===== config.mk =====
export PLATFORM = sky130hd
export DESIGN_NAME = pathrt_top
export DESIGN_NICKNAME = d
export VERILOG_FILES = /design/src/rtl/pathrt_pkg.sv /design/src/rtl/pathrt_ctrl.sv /design/src/rtl/pathrt_dp.sv /design/src/rtl/pathrt_top.sv
export SDC_FILE = /design/constraint.sdc
export NUM_CORES = 1
export LEC_CHECK = 0
export ABC_AREA = 1
export BUFFER_PORTS_ARGS = -buffer_cell sky130_fd_sc_hd__buf_2
export CORE_AREA = 2 2 153 170
export CTS_BUF_LIST = sky130_fd_sc_hd__clkbuf_2
export CTS_CLUSTER_SIZE = 24
export DETAILED_ROUTE_END_ITERATION = 10
export DIE_AREA = 0 0 155 172
export SLEW_MARGIN = 0
export SYNTH_ARGS = -nofsm -noshare
export SYNTH_HDL_FRONTEND = slang
export SYNTH_SLANG_ARGS = --single-unit

===== constraint.sdc =====
create_clock -name clk -period 7.4 [get_ports clk]
set_input_delay 1.48 -clock clk [delete_from_list [all_inputs] [get_ports clk]]
set_output_delay 1.48 -clock clk [all_outputs]
set_load 0.05 [all_outputs]

===== src/rtl/pathrt_pkg.sv =====
package pathrt_pkg;
  localparam int NPORT = 4;
  localparam int IDXW  = $clog2(NPORT);

  typedef enum logic [IDXW-1:0] {
    PORT_N = 2'd0,
    PORT_E = 2'd1,
    PORT_S = 2'd2,
    PORT_W = 2'd3
  } portT;

  // Strobes from the decision logic to the reservation datapath.
  typedef struct packed {
    logic [NPORT-1:0]           grant;   // reserve output o for src[o]
    logic [NPORT-1:0]           rel;     // release output o (teardown from src[o])
    logic [NPORT-1:0][IDXW-1:0] src;     // input feeding output o this cycle
    logic [NPORT-1:0]           blocked; // per input: setup rejected
  } strobeT;
endpackage


===== src/rtl/pathrt_ctrl.sv =====
module pathrt_ctrl
  import pathrt_pkg::*;
#(
  parameter int COORD_W = 3,
  parameter int FLOW_W  = 4,
  parameter int PRIO_W  = 2,
  parameter int LOC_X   = 2,
  parameter int LOC_Y   = 2
) (
  input  logic [NPORT-1:0]              inValid,
  input  logic [NPORT-1:0]              inKind,
  input  logic [NPORT-1:0][COORD_W-1:0] inDestX,
  input  logic [NPORT-1:0][COORD_W-1:0] inDestY,
  input  logic [NPORT-1:0][FLOW_W-1:0]  inFlow,
  input  logic [NPORT-1:0][PRIO_W-1:0]  inPrio,
  input  logic [NPORT-1:0]              outBusy,
  input  logic [NPORT-1:0]              inBusy,
  input  logic [NPORT-1:0][IDXW-1:0]    ownerIn,
  input  logic [NPORT-1:0][FLOW_W-1:0]  ownerFlow,
  input  logic [NPORT-1:0][IDXW-1:0]    rrPtr,
  output strobeT                        stb
);
  logic [NPORT-1:0][IDXW-1:0] routeOut;
  logic [NPORT-1:0]           routeOk;
  logic [NPORT-1:0]           granted;

  // Dimension-ordered route: X first, then Y.
  always_comb begin
    for (int i = 0; i < NPORT; i++) begin
      routeOk[i]  = 1'b1;
      routeOut[i] = PORT_N;
      if (int'(inDestX[i]) > LOC_X)      routeOut[i] = PORT_E;
      else if (int'(inDestX[i]) < LOC_X) routeOut[i] = PORT_W;
      else if (int'(inDestY[i]) > LOC_Y) routeOut[i] = PORT_S;
      else if (int'(inDestY[i]) < LOC_Y) routeOut[i] = PORT_N;
      else                               routeOk[i]  = 1'b0;
      if (routeOut[i] == IDXW'(i)) routeOk[i] = 1'b0;
    end
  end

  // Per-output arbitration: highest priority, ties by rotation from rrPtr.
  always_comb begin
    logic             found;
    logic [IDXW-1:0]  idx;
    logic [PRIO_W-1:0] bestPrio;
    stb     = '0;
    granted = '0;
    for (int o = 0; o < NPORT; o++) begin
      found    = 1'b0;
      bestPrio = '0;
      for (int off = 0; off < NPORT; off++) begin
        idx = rrPtr[o] + IDXW'(off);
        if (inValid[idx] && !inKind[idx] && routeOk[idx] &&
            routeOut[idx] == IDXW'(o) && !outBusy[o] && !inBusy[idx]) begin
          if (!found || inPrio[idx] > bestPrio) begin
            found      = 1'b1;
            bestPrio   = inPrio[idx];
            stb.src[o] = idx;
          end
        end
      end
      stb.grant[o] = found;
      // Teardown match: owning input and same flow id.
      for (int i = 0; i < NPORT; i++) begin
        if (inValid[i] && inKind[i] && outBusy[o] &&
            ownerIn[o] == IDXW'(i) && ownerFlow[o] == inFlow[i]) begin
          stb.rel[o] = 1'b1;
          stb.src[o] = IDXW'(i);
        end
      end
      if (stb.grant[o]) granted[stb.src[o]] = 1'b1;
    end
    stb.blocked = inValid & ~inKind & ~granted;
  end
endmodule


===== src/rtl/pathrt_dp.sv =====
module pathrt_dp
  import pathrt_pkg::*;
#(
  parameter int COORD_W = 3,
  parameter int FLOW_W  = 4,
  parameter int PRIO_W  = 2
) (
  input  logic                          clk,
  input  logic                          rst,
  input  strobeT                        stb,
  input  logic [NPORT-1:0][COORD_W-1:0] inDestX,
  input  logic [NPORT-1:0][COORD_W-1:0] inDestY,
  input  logic [NPORT-1:0][FLOW_W-1:0]  inFlow,
  input  logic [NPORT-1:0][PRIO_W-1:0]  inPrio,
  output logic [NPORT-1:0]              outBusy,
  output logic [NPORT-1:0]              inBusy,
  output logic [NPORT-1:0][IDXW-1:0]    ownerIn,
  output logic [NPORT-1:0][FLOW_W-1:0]  ownerFlow,
  output logic [NPORT-1:0][IDXW-1:0]    rrPtr,
  output logic [NPORT-1:0]              outValid,
  output logic [NPORT-1:0]              outKind,
  output logic [NPORT-1:0][COORD_W-1:0] outDestX,
  output logic [NPORT-1:0][COORD_W-1:0] outDestY,
  output logic [NPORT-1:0][FLOW_W-1:0]  outFlow,
  output logic [NPORT-1:0][PRIO_W-1:0]  outPrio,
  output logic [NPORT-1:0]              blockedOut,
  output logic [NPORT-1:0]              elemOn
);
  always_ff @(posedge clk) begin
    if (rst) begin
      outBusy    <= '0;
      ownerIn    <= '0;
      ownerFlow  <= '0;
      rrPtr      <= '0;
      outValid   <= '0;
      outKind    <= '0;
      outDestX   <= '0;
      outDestY   <= '0;
      outFlow    <= '0;
      outPrio    <= '0;
      blockedOut <= '0;
    end else begin
      for (int o = 0; o < NPORT; o++) begin
        if (stb.rel[o]) outBusy[o] <= 1'b0;
        if (stb.grant[o]) begin
          outBusy[o]   <= 1'b1;
          ownerIn[o]   <= stb.src[o];
          ownerFlow[o] <= inFlow[stb.src[o]];
          rrPtr[o]     <= stb.src[o] + IDXW'(1);
        end
        outValid[o] <= stb.grant[o] | stb.rel[o];
        outKind[o]  <= stb.rel[o];
        outDestX[o] <= inDestX[stb.src[o]];
        outDestY[o] <= inDestY[stb.src[o]];
        outFlow[o]  <= inFlow[stb.src[o]];
        outPrio[o]  <= inPrio[stb.src[o]];
      end
      blockedOut <= stb.blocked;
    end
  end

  // Input ownership and corner element state derived from reservations.
  always_comb begin
    inBusy = '0;
    elemOn = '0;
    for (int o = 0; o < NPORT; o++) begin
      if (outBusy[o]) begin
        inBusy[ownerIn[o]] = 1'b1;
        for (int k = 0; k < NPORT; k++) begin
          if ((o == k && ownerIn[o] == IDXW'(k + 1)) ||
              (IDXW'(o) == IDXW'(k + 1) && ownerIn[o] == IDXW'(k)))
            elemOn[k] = 1'b1;
        end
      end
    end
  end

  AST_RESET_CLEAR: assert property (@(posedge clk) disable iff (rst)
    $past(rst) |-> (outBusy == '0 && elemOn == '0 && outValid == '0));

  AST_ONE_OUT_PER_IN: assert property (@(posedge clk) disable iff (rst)
    $countones(inBusy) == $countones(outBusy));

  for (genvar g = 0; g < NPORT; g++) begin : g_ast
    AST_GRANT_FORWARD: assert property (@(posedge clk) disable iff (rst)
      stb.grant[g] |=> (outValid[g] && !outKind[g] && outBusy[g]));

    AST_RELEASE_FORWARD: assert property (@(posedge clk) disable iff (rst)
      stb.rel[g] |=> (outValid[g] && outKind[g] && !outBusy[g]));

    AST_HOLD_RESERVATION: assert property (@(posedge clk) disable iff (rst)
      (outBusy[g] && !stb.rel[g]) |=> (outBusy[g] && $stable(ownerFlow[g]) && $stable(ownerIn[g])));
  end
endmodule


===== src/rtl/pathrt_top.sv =====
module pathrt_top
  import pathrt_pkg::*;
#(
  parameter int COORD_W = 3,
  parameter int FLOW_W  = 4,
  parameter int PRIO_W  = 2,
  parameter int LOC_X   = 2,
  parameter int LOC_Y   = 2
) (
  input  logic                          clk,
  input  logic                          rst,
  input  logic [NPORT-1:0]              inValid,
  input  logic [NPORT-1:0]              inKind,
  input  logic [NPORT-1:0][COORD_W-1:0] inDestX,
  input  logic [NPORT-1:0][COORD_W-1:0] inDestY,
  input  logic [NPORT-1:0][FLOW_W-1:0]  inFlow,
  input  logic [NPORT-1:0][PRIO_W-1:0]  inPrio,
  output logic [NPORT-1:0]              outValid,
  output logic [NPORT-1:0]              outKind,
  output logic [NPORT-1:0][COORD_W-1:0] outDestX,
  output logic [NPORT-1:0][COORD_W-1:0] outDestY,
  output logic [NPORT-1:0][FLOW_W-1:0]  outFlow,
  output logic [NPORT-1:0][PRIO_W-1:0]  outPrio,
  output logic [NPORT-1:0]              blockedOut,
  output logic [NPORT-1:0]              elemOn
);
  strobeT                     stb;
  logic [NPORT-1:0]           outBusy;
  logic [NPORT-1:0]           inBusy;
  logic [NPORT-1:0][IDXW-1:0] ownerIn;
  logic [NPORT-1:0][FLOW_W-1:0] ownerFlow;
  logic [NPORT-1:0][IDXW-1:0] rrPtr;

  pathrt_ctrl #(
    .COORD_W(COORD_W), .FLOW_W(FLOW_W), .PRIO_W(PRIO_W),
    .LOC_X(LOC_X), .LOC_Y(LOC_Y)
  ) i_ctrl (
    .inValid(inValid), .inKind(inKind), .inDestX(inDestX), .inDestY(inDestY),
    .inFlow(inFlow), .inPrio(inPrio), .outBusy(outBusy), .inBusy(inBusy),
    .ownerIn(ownerIn), .ownerFlow(ownerFlow), .rrPtr(rrPtr), .stb(stb)
  );

  pathrt_dp #(
    .COORD_W(COORD_W), .FLOW_W(FLOW_W), .PRIO_W(PRIO_W)
  ) i_dp (
    .clk(clk), .rst(rst), .stb(stb),
    .inDestX(inDestX), .inDestY(inDestY), .inFlow(inFlow), .inPrio(inPrio),
    .outBusy(outBusy), .inBusy(inBusy), .ownerIn(ownerIn), .ownerFlow(ownerFlow),
    .rrPtr(rrPtr), .outValid(outValid), .outKind(outKind),
    .outDestX(outDestX), .outDestY(outDestY), .outFlow(outFlow), .outPrio(outPrio),
    .blockedOut(blockedOut), .elemOn(elemOn)
  );
endmodule


# ---- Word level (Yosys, flattened, before mapping)
# Cells that the tools add are included.
dict set report word_totals {
  output_inout_bits 64
  ff_bits 96
  in_bits 58
}
dict set report op_classes {
  n_bitwise 14
  addsub 16
  n_mux 409
  magnitude_cmp 60
  reduce_logical 213
  eq_ne 43
}
# cell count
set ops {}
lappend ops {{$mux 2} 115}
lappend ops {{$mux 1} 154}
lappend ops {{$bmux 2 s2} 36}
lappend ops {{$logic_and 1x1->1} 140}
lappend ops {{$bmux 1 s2} 64}
lappend ops {{$lt 2x3->1 const B} 24}
lappend ops {{$eq 4x4->1} 16}
lappend ops {{$bmux 3 s2} 8}
lappend ops {{$logic_not 1->1} 48}
lappend ops {{$mux 4} 12}
lappend ops {{$eq 2x2->1 const B} 18}
lappend ops {{$bmux 4 s2} 4}
lappend ops {{$gt 2x2->1} 12}
lappend ops {{$gt 3x2->1 const B} 8}
lappend ops {{$lt 3x2->1 const B} 8}
lappend ops {{$mux 3} 8}
lappend ops {{$or 4x4->4} 6}
lappend ops {{$eq 2x1->1 const B} 9}
lappend ops {{$logic_not 2->1} 9}
lappend ops {{$add 2x1->2 const B} 8}
lappend ops {{$add 2x2->2 const B} 8}
lappend ops {{$demux 1 s2} 8}
lappend ops {{$ge 2x1->1 const B} 8}
lappend ops {{$logic_or 1x1->1} 12}
lappend ops {{4 further kinds} 12}

# ---- Longest topological paths before layout
dict set report depth {
  depth_word 45
  depth_mapped 46
}

# ---- Cells and area by module
# From an unflattened synthesis, not the netlist that was laid out.
dict set report unflattened {
  hier_cells 1566
  hier_area_um2 9245.1
}
# module area_each_um2 instances cells_each
set modules_own_cells {}
lappend modules_own_cells {pathrt_ctrl 4668.2 1 932}
lappend modules_own_cells {pathrt_dp 4576.9 1 634}

# ---- Worst setup path after synthesis
# Ideal clock, no wire load.
dict set report synth_path {
  path_type {input -> register}
  from {input port inDestX[8] (netlist name)}
  to {register i_dp.blockedOut[2]}
  path_slack_ns 1.398
  setup_ns 0.096
  cell_stages 41
  arrival_ns 5.906
  required_time_ns 7.304
  cell_sequence {inv_1 > nand3_2 > nor2_1 > nand2_1 > nand2_1 > nand3_1 > o21ai_1 > and2_1 > nand2_1 > ha_1 > inv_1 > nor2_1 > o21ai_0 > nand2_1 > nand2_2 > inv_2 > o21ai_0 > inv_1 > [5 not listed] > nand2_2 > o21ai_0 > ha_1 > inv_1 > nor2_1 > o21ai_0 > nand2_1 > nand2_1 > nand2_1 > nand2_1 > nand3_2 > nand3_4 > inv_4 > buf_6 > ha_1 > a211oi_1 > nand2_1 > a221oi_1}
}
dict set report synth_between {
  elab_chain_len 41
  word_cells_on_any_way 309
  cone_classes {22 x order compare; 13 x eq/ne; 173 x mux; 5 x bitwise; 96 x reduce/logical}
}
# element line_no
set synth_lines {}
lappend synth_lines {{from (decl)} pathrt_top.sv:14} ;# input logic [NPORT-1:0][COORD_W-1:0] inDestX,
lappend synth_lines {{$lt 3x2->1} pathrt_ctrl.sv:33} ;# else if (int'(inDestX[i]) < LOC_X) routeOut[i] = PORT_W;
lappend synth_lines {{$mux 2} pathrt_ctrl.sv:33}
lappend synth_lines {{$mux 2} pathrt_ctrl.sv:32} ;# if (int'(inDestX[i]) > LOC_X) routeOut[i] = PORT_E;
lappend synth_lines {{$eq 2x2->1} pathrt_ctrl.sv:37} ;# if (routeOut[i] == IDXW'(i)) routeOk[i] = 1'b0;
lappend synth_lines {{$mux 1} pathrt_ctrl.sv:37}
lappend synth_lines {{$bmux 1 s2} pathrt_ctrl.sv:53} ;# if (inValid[idx] && !inKind[idx] && routeOk[idx] &&
lappend synth_lines {{$mux 1 (implied by the code)} pathrt_ctrl.sv:53}
lappend synth_lines {{$logic_and 1x1->1 (2 in series)} pathrt_ctrl.sv:53}
lappend synth_lines {{[24 not listed]} n/a}
lappend synth_lines {{$or 4x4->4 (no line)} n/a}
lappend synth_lines {{$mux 4} pathrt_ctrl.sv:71} ;# if (stb.grant[o]) granted[stb.src[o]] = 1'b1;
lappend synth_lines {{$or 4x4->4 (no line)} n/a}
lappend synth_lines {{$mux 4} pathrt_ctrl.sv:71}
lappend synth_lines {{$or 4x4->4 (no line)} n/a}
lappend synth_lines {{$mux 4 (*)} pathrt_ctrl.sv:71}
lappend synth_lines {{$not 4->4 (*)} pathrt_ctrl.sv:73} ;# stb.blocked = inValid & ~inKind & ~granted;
lappend synth_lines {{$and 4x4->4 (*)} pathrt_ctrl.sv:73}
lappend synth_lines {{to (signal assigned)} pathrt_dp.sv:58} ;# blockedOut <= stb.blocked;
lappend synth_lines {{to (decl)} pathrt_dp.sv:26} ;# output logic [NPORT-1:0] blockedOut,
# Mark *: on every way between the ends. The rest lies on a longest branch, timed or not. The select of a mux whose other input is x is not followed.
# A chain may end at the register's enable or synchronous reset.

# ---- Final worst setup path
# Ends and elaborated chain as after synthesis.

==> run_results.csv <==
group,metric,value,unit
synth,synth_mux_area_frac,0.00304,
placement,port_buffers,121,
synth,synth_cell_type_count,46,
setup_path,r2r_start,"i_dp.outBusy[3]$_SDFFE_PP0P_",
cts,clk_latency,0.71,ns
sta,setup_tns,0,ns
sta,worst_pin_slew,0.967,ns
routing,drc,1,
setup_path,cp_slowest_cell,"o21ai_1",
global_routing,grt_usage,0.304,
synth,async_flop_share,0,
sta,slew_headroom,0.353,
setup_path,rrSetupSlack,0.90,ns
global_routing,use_met1,0.403,
setup_path,cp-start-kind,"primary input",
global_routing,use_met2,0.484,
setup_path,worstSetupPathType,"in -> reg",
routing,via_per_inst,5.72,
cts,holdBufCountCts,0,
placement,placed_area,10700,µm²
sta,hold_viol,0,
setup_path,critPathMaxFanout,18,
synth,synth_fa_ha_area_frac,0.0507,
routing,drt-pass1-iter-count,9,
pwr,power_density,398,nW/µm²
setup_path,rr_endpoint,"i_dp.blockedOut[2]$_SDFF_PP0_",
global_routing,antenna_found_initial,2,
synth,yosys_warnings,0,
synth,ys.flop_type,"dfxtp_1",
pwr,ir_worst_vdd,0.173,mV
setup_path,crit_end,"i_dp.blockedOut[2]$_SDFF_PP0_",
final_layout,fillers,2759,
floorplan,core,25000,µm²
synth,ys_seq_elements,96,
routing,wire_per_inst,19.5,µm
cts,cts_buffers,9,
sta,rsz0062_at_grt,"false",
cts,clock_sinks,96,
synth,synth_area,9870,µm²
sta,period_share,0.895,
cts,cts.clk_slew.worst_paths,0.26,ns
setup_path,max_stage_delay,0.39,ns
final_layout,layout-drive-gt1-share,0.146,
final_layout,area_growth,9.41,%
synth,syn_nets,1783,
run,cap_violations,0,
cts,cts_buffer_depth,2,
synth,synth_top_family_by_area,"simple AND/OR/NAND/NOR gates",
global_routing,grt_pass1_wl,62600,µm
cts,root_buffer,"clkbuf_2",
setup_path,cp_data_arrival_time,7.20,ns
final_layout,final_net_count,1873,
synth,synth.avg_cell_area,5.86,µm²
status,violations,"DRC",
routing,ant_nets,0,
cts,cts_setup_buffers,0,
global_routing,grt_pass1_vias,10900,
sta,fin_crit,6.62,ns
status,status,"finished, violations left",
floorplan,die_h,172,µm
floorplan,num_io_pins,122,
floorplan,rows,61,
routing,drt_iter0_drc,1425,
routing,finalWirelength,40800,µm
floorplan,die-area,26700,µm²
synth,synth_edf_count,0,
setup_path,startpoint,"inDestX[8]",
synth,synth_xor_area_frac,0.0157,
setup_path,worstPathRequired,7.98,ns
setup_path,r2r_cells,40,
global_routing,busiest_layer,"met2",
synth,syn-instance-count,1685,
cts,cts.repair.resized,0,
sta,drv_slew,0,
sta,skew,0.0726,ns
setup_path,worst_path_most_repeated_cell,"nand2_1",
routing,routed-via-count,12000,
synth,yosys.area_share.simple,0.436,
floorplan,die_w,155,µm
cts,cts_max_level,3,
sta,setup_viol,0,
floorplan,start_util,0.395,
global_routing,grt_overflow,0,
setup_path,end_kind,"register",
sta,fmax,0.151,GHz
final_layout,stdcell_area,10800,µm²
cts,cts_tree,"yes",
worst_hold_path,holdCritPathClass,"reg -> reg",
pwr,p_leak,0.00542,µW
global_routing,grt_start_max_net_pins,82,
global_routing,met3_usage,0.0524,
synth,ys_seq_area_frac,0.195,
synth,synth-compound-area-share,0.178,
placement,globalplace.congestion,0.987,
placement,dp_hpwl,31400,µm
## per-stage QoR
step	setup WS, ns	hold slack, ns	total power, µW	util	cells
after detailed placement	0.182	0.505	3990	0.428	2079
after floorplan	1.40	0.483	3160	-	1685
after global routing	0.180	0.570	4670	0.433	2096
after global placement	0.273	0.501	3980	0.428	2079
after CTS	0.918	0.534	4260	0.432	2095
final	0.780	0.537	4290	0.433	2096
## worst min path at each step
stage,cells past startpoint,startpoint,to,slack (ns)
after global routing,2,i_dp.ownerIn[4]$_SDFFE_PP0N_,i_dp.ownerIn[4]$_SDFFE_PP0N_,0.57
after floorplan,2,i_dp.ownerIn[4]$_SDFFE_PP0N_,i_dp.ownerIn[4]$_SDFFE_PP0N_,0.48
final,2,i_dp.ownerIn[4]$_SDFFE_PP0N_,i_dp.ownerIn[4]$_SDFFE_PP0N_,0.54
after global placement,2,i_dp.ownerIn[2]$_SDFFE_PP0N_,i_dp.ownerIn[2]$_SDFFE_PP0N_,0.50
after CTS,2,i_dp.ownerIn[4]$_SDFFE_PP0N_,i_dp.ownerIn[4]$_SDFFE_PP0N_,0.53
after detailed placement,2,i_dp.ownerIn[4]$_SDFFE_PP0N_,i_dp.ownerIn[4]$_SDFFE_PP0N_,0.50
## final cells by class
type	instances	area [µm²]	share of cell area
repair buffers	152	838	0.0777
well taps	315	394	0.0365
multi-input cells	1306	6750	0.625
inverters	210	791	0.0732
diodes	1	2.50	0.000232
clock inverters	6	48.8	0.00452
flip-flops and latches	96	1920	0.178
clock buffers	10	50.0	0.00464
## logic make-up (layout without fill, tap and decap cells)
logic type / Yosys count / in the layout
buffers and inverters: 283 / 378
AO/OA/AOI/OAI: 310 / 310
multiplexers: 3 / 3
adder cells (fa/ha/maj): 40 / 40
flip-flops: 96 / 96
AND/OR/NAND/NOR: 937 / 937
XOR/XNOR: 16 / 16
other: 0 / 1
## power breakdown
part / internal (µW) / switching [µW] / leakage (µW) / total [µW]
sequential: 682 / 128 / 0.000794 / 809
clock: 51.3 / 212 / 0.0000629 / 263
combinational: 928 / 2290 / 0.00457 / 3220
total: 1660 / 2630 / 0.00542 / 4290
## routing by layer
layer	share of wire	wire (µm)
met2	0.45	18200
met4	0.042	1700
met1	0.43	17400
met3	0.086	3520
met5	0.00024	10
## Yosys cell counts (3+ instances only)
master	count	area (µm²)
a211oi_1	11	82.6
a21oi_1	110	551
a221oi_1	11	96.3
a31oi_1	3	18.8
buf_2	27	135
buf_4	10	75.1
buf_6	8	90.1
clkbuf_1	28	105
clkinv_1	9	33.8
dfxtp_1	96	1920
ha_1	40	500
inv_1	177	664
inv_2	23	86.3
mux2i_1	3	30.0
nand2_1	460	1730
nand2_2	25	156
nand2_4	3	33.8
nand3_1	193	966
nand3_2	15	150
nand3_4	7	123
nand4_1	54	338
nor2_1	131	492
nor3_1	22	110
nor3b_1	3	22.5
nor4_1	15	93.8
o211ai_1	23	173
o21ai_0	119	596
o21ai_1	7	35.0
o21ai_2	8	70.1
o22ai_1	12	75.1
xnor2_1	5	43.8
xor2_1	9	78.8
## flip-flops by register name, summed over array words and instances (netlist names)
signal	cells
i_dp.outFlow	16
i_dp.ownerFlow	16
i_dp.outDestX	12
i_dp.outDestY	12
i_dp.outPrio	8
i_dp.ownerIn	8
i_dp.rrPtr	8
i_dp.blockedOut	4
i_dp.outBusy	4
i_dp.outKind	4
i_dp.outValid	4
## critical path: cells and delay by family
kind / cells / cell delay, ns
simple gates: 21 / 2.33
fa+ha+maj: 4 / 1.11
buf+inv: 8 / 0.72
compound gates: 8 / 1.54
## placed cells by master (no fill, tap or decap), drive strengths merged, types with 40 or more instances in the layout
cell and count:
nor2 136, nand3 215, dfxtp 96, nand2 488, inv 205, ha 40, o21ai 134, a21oi 113
nand4 54, buf 152
(Power assumes the default switching activity.)
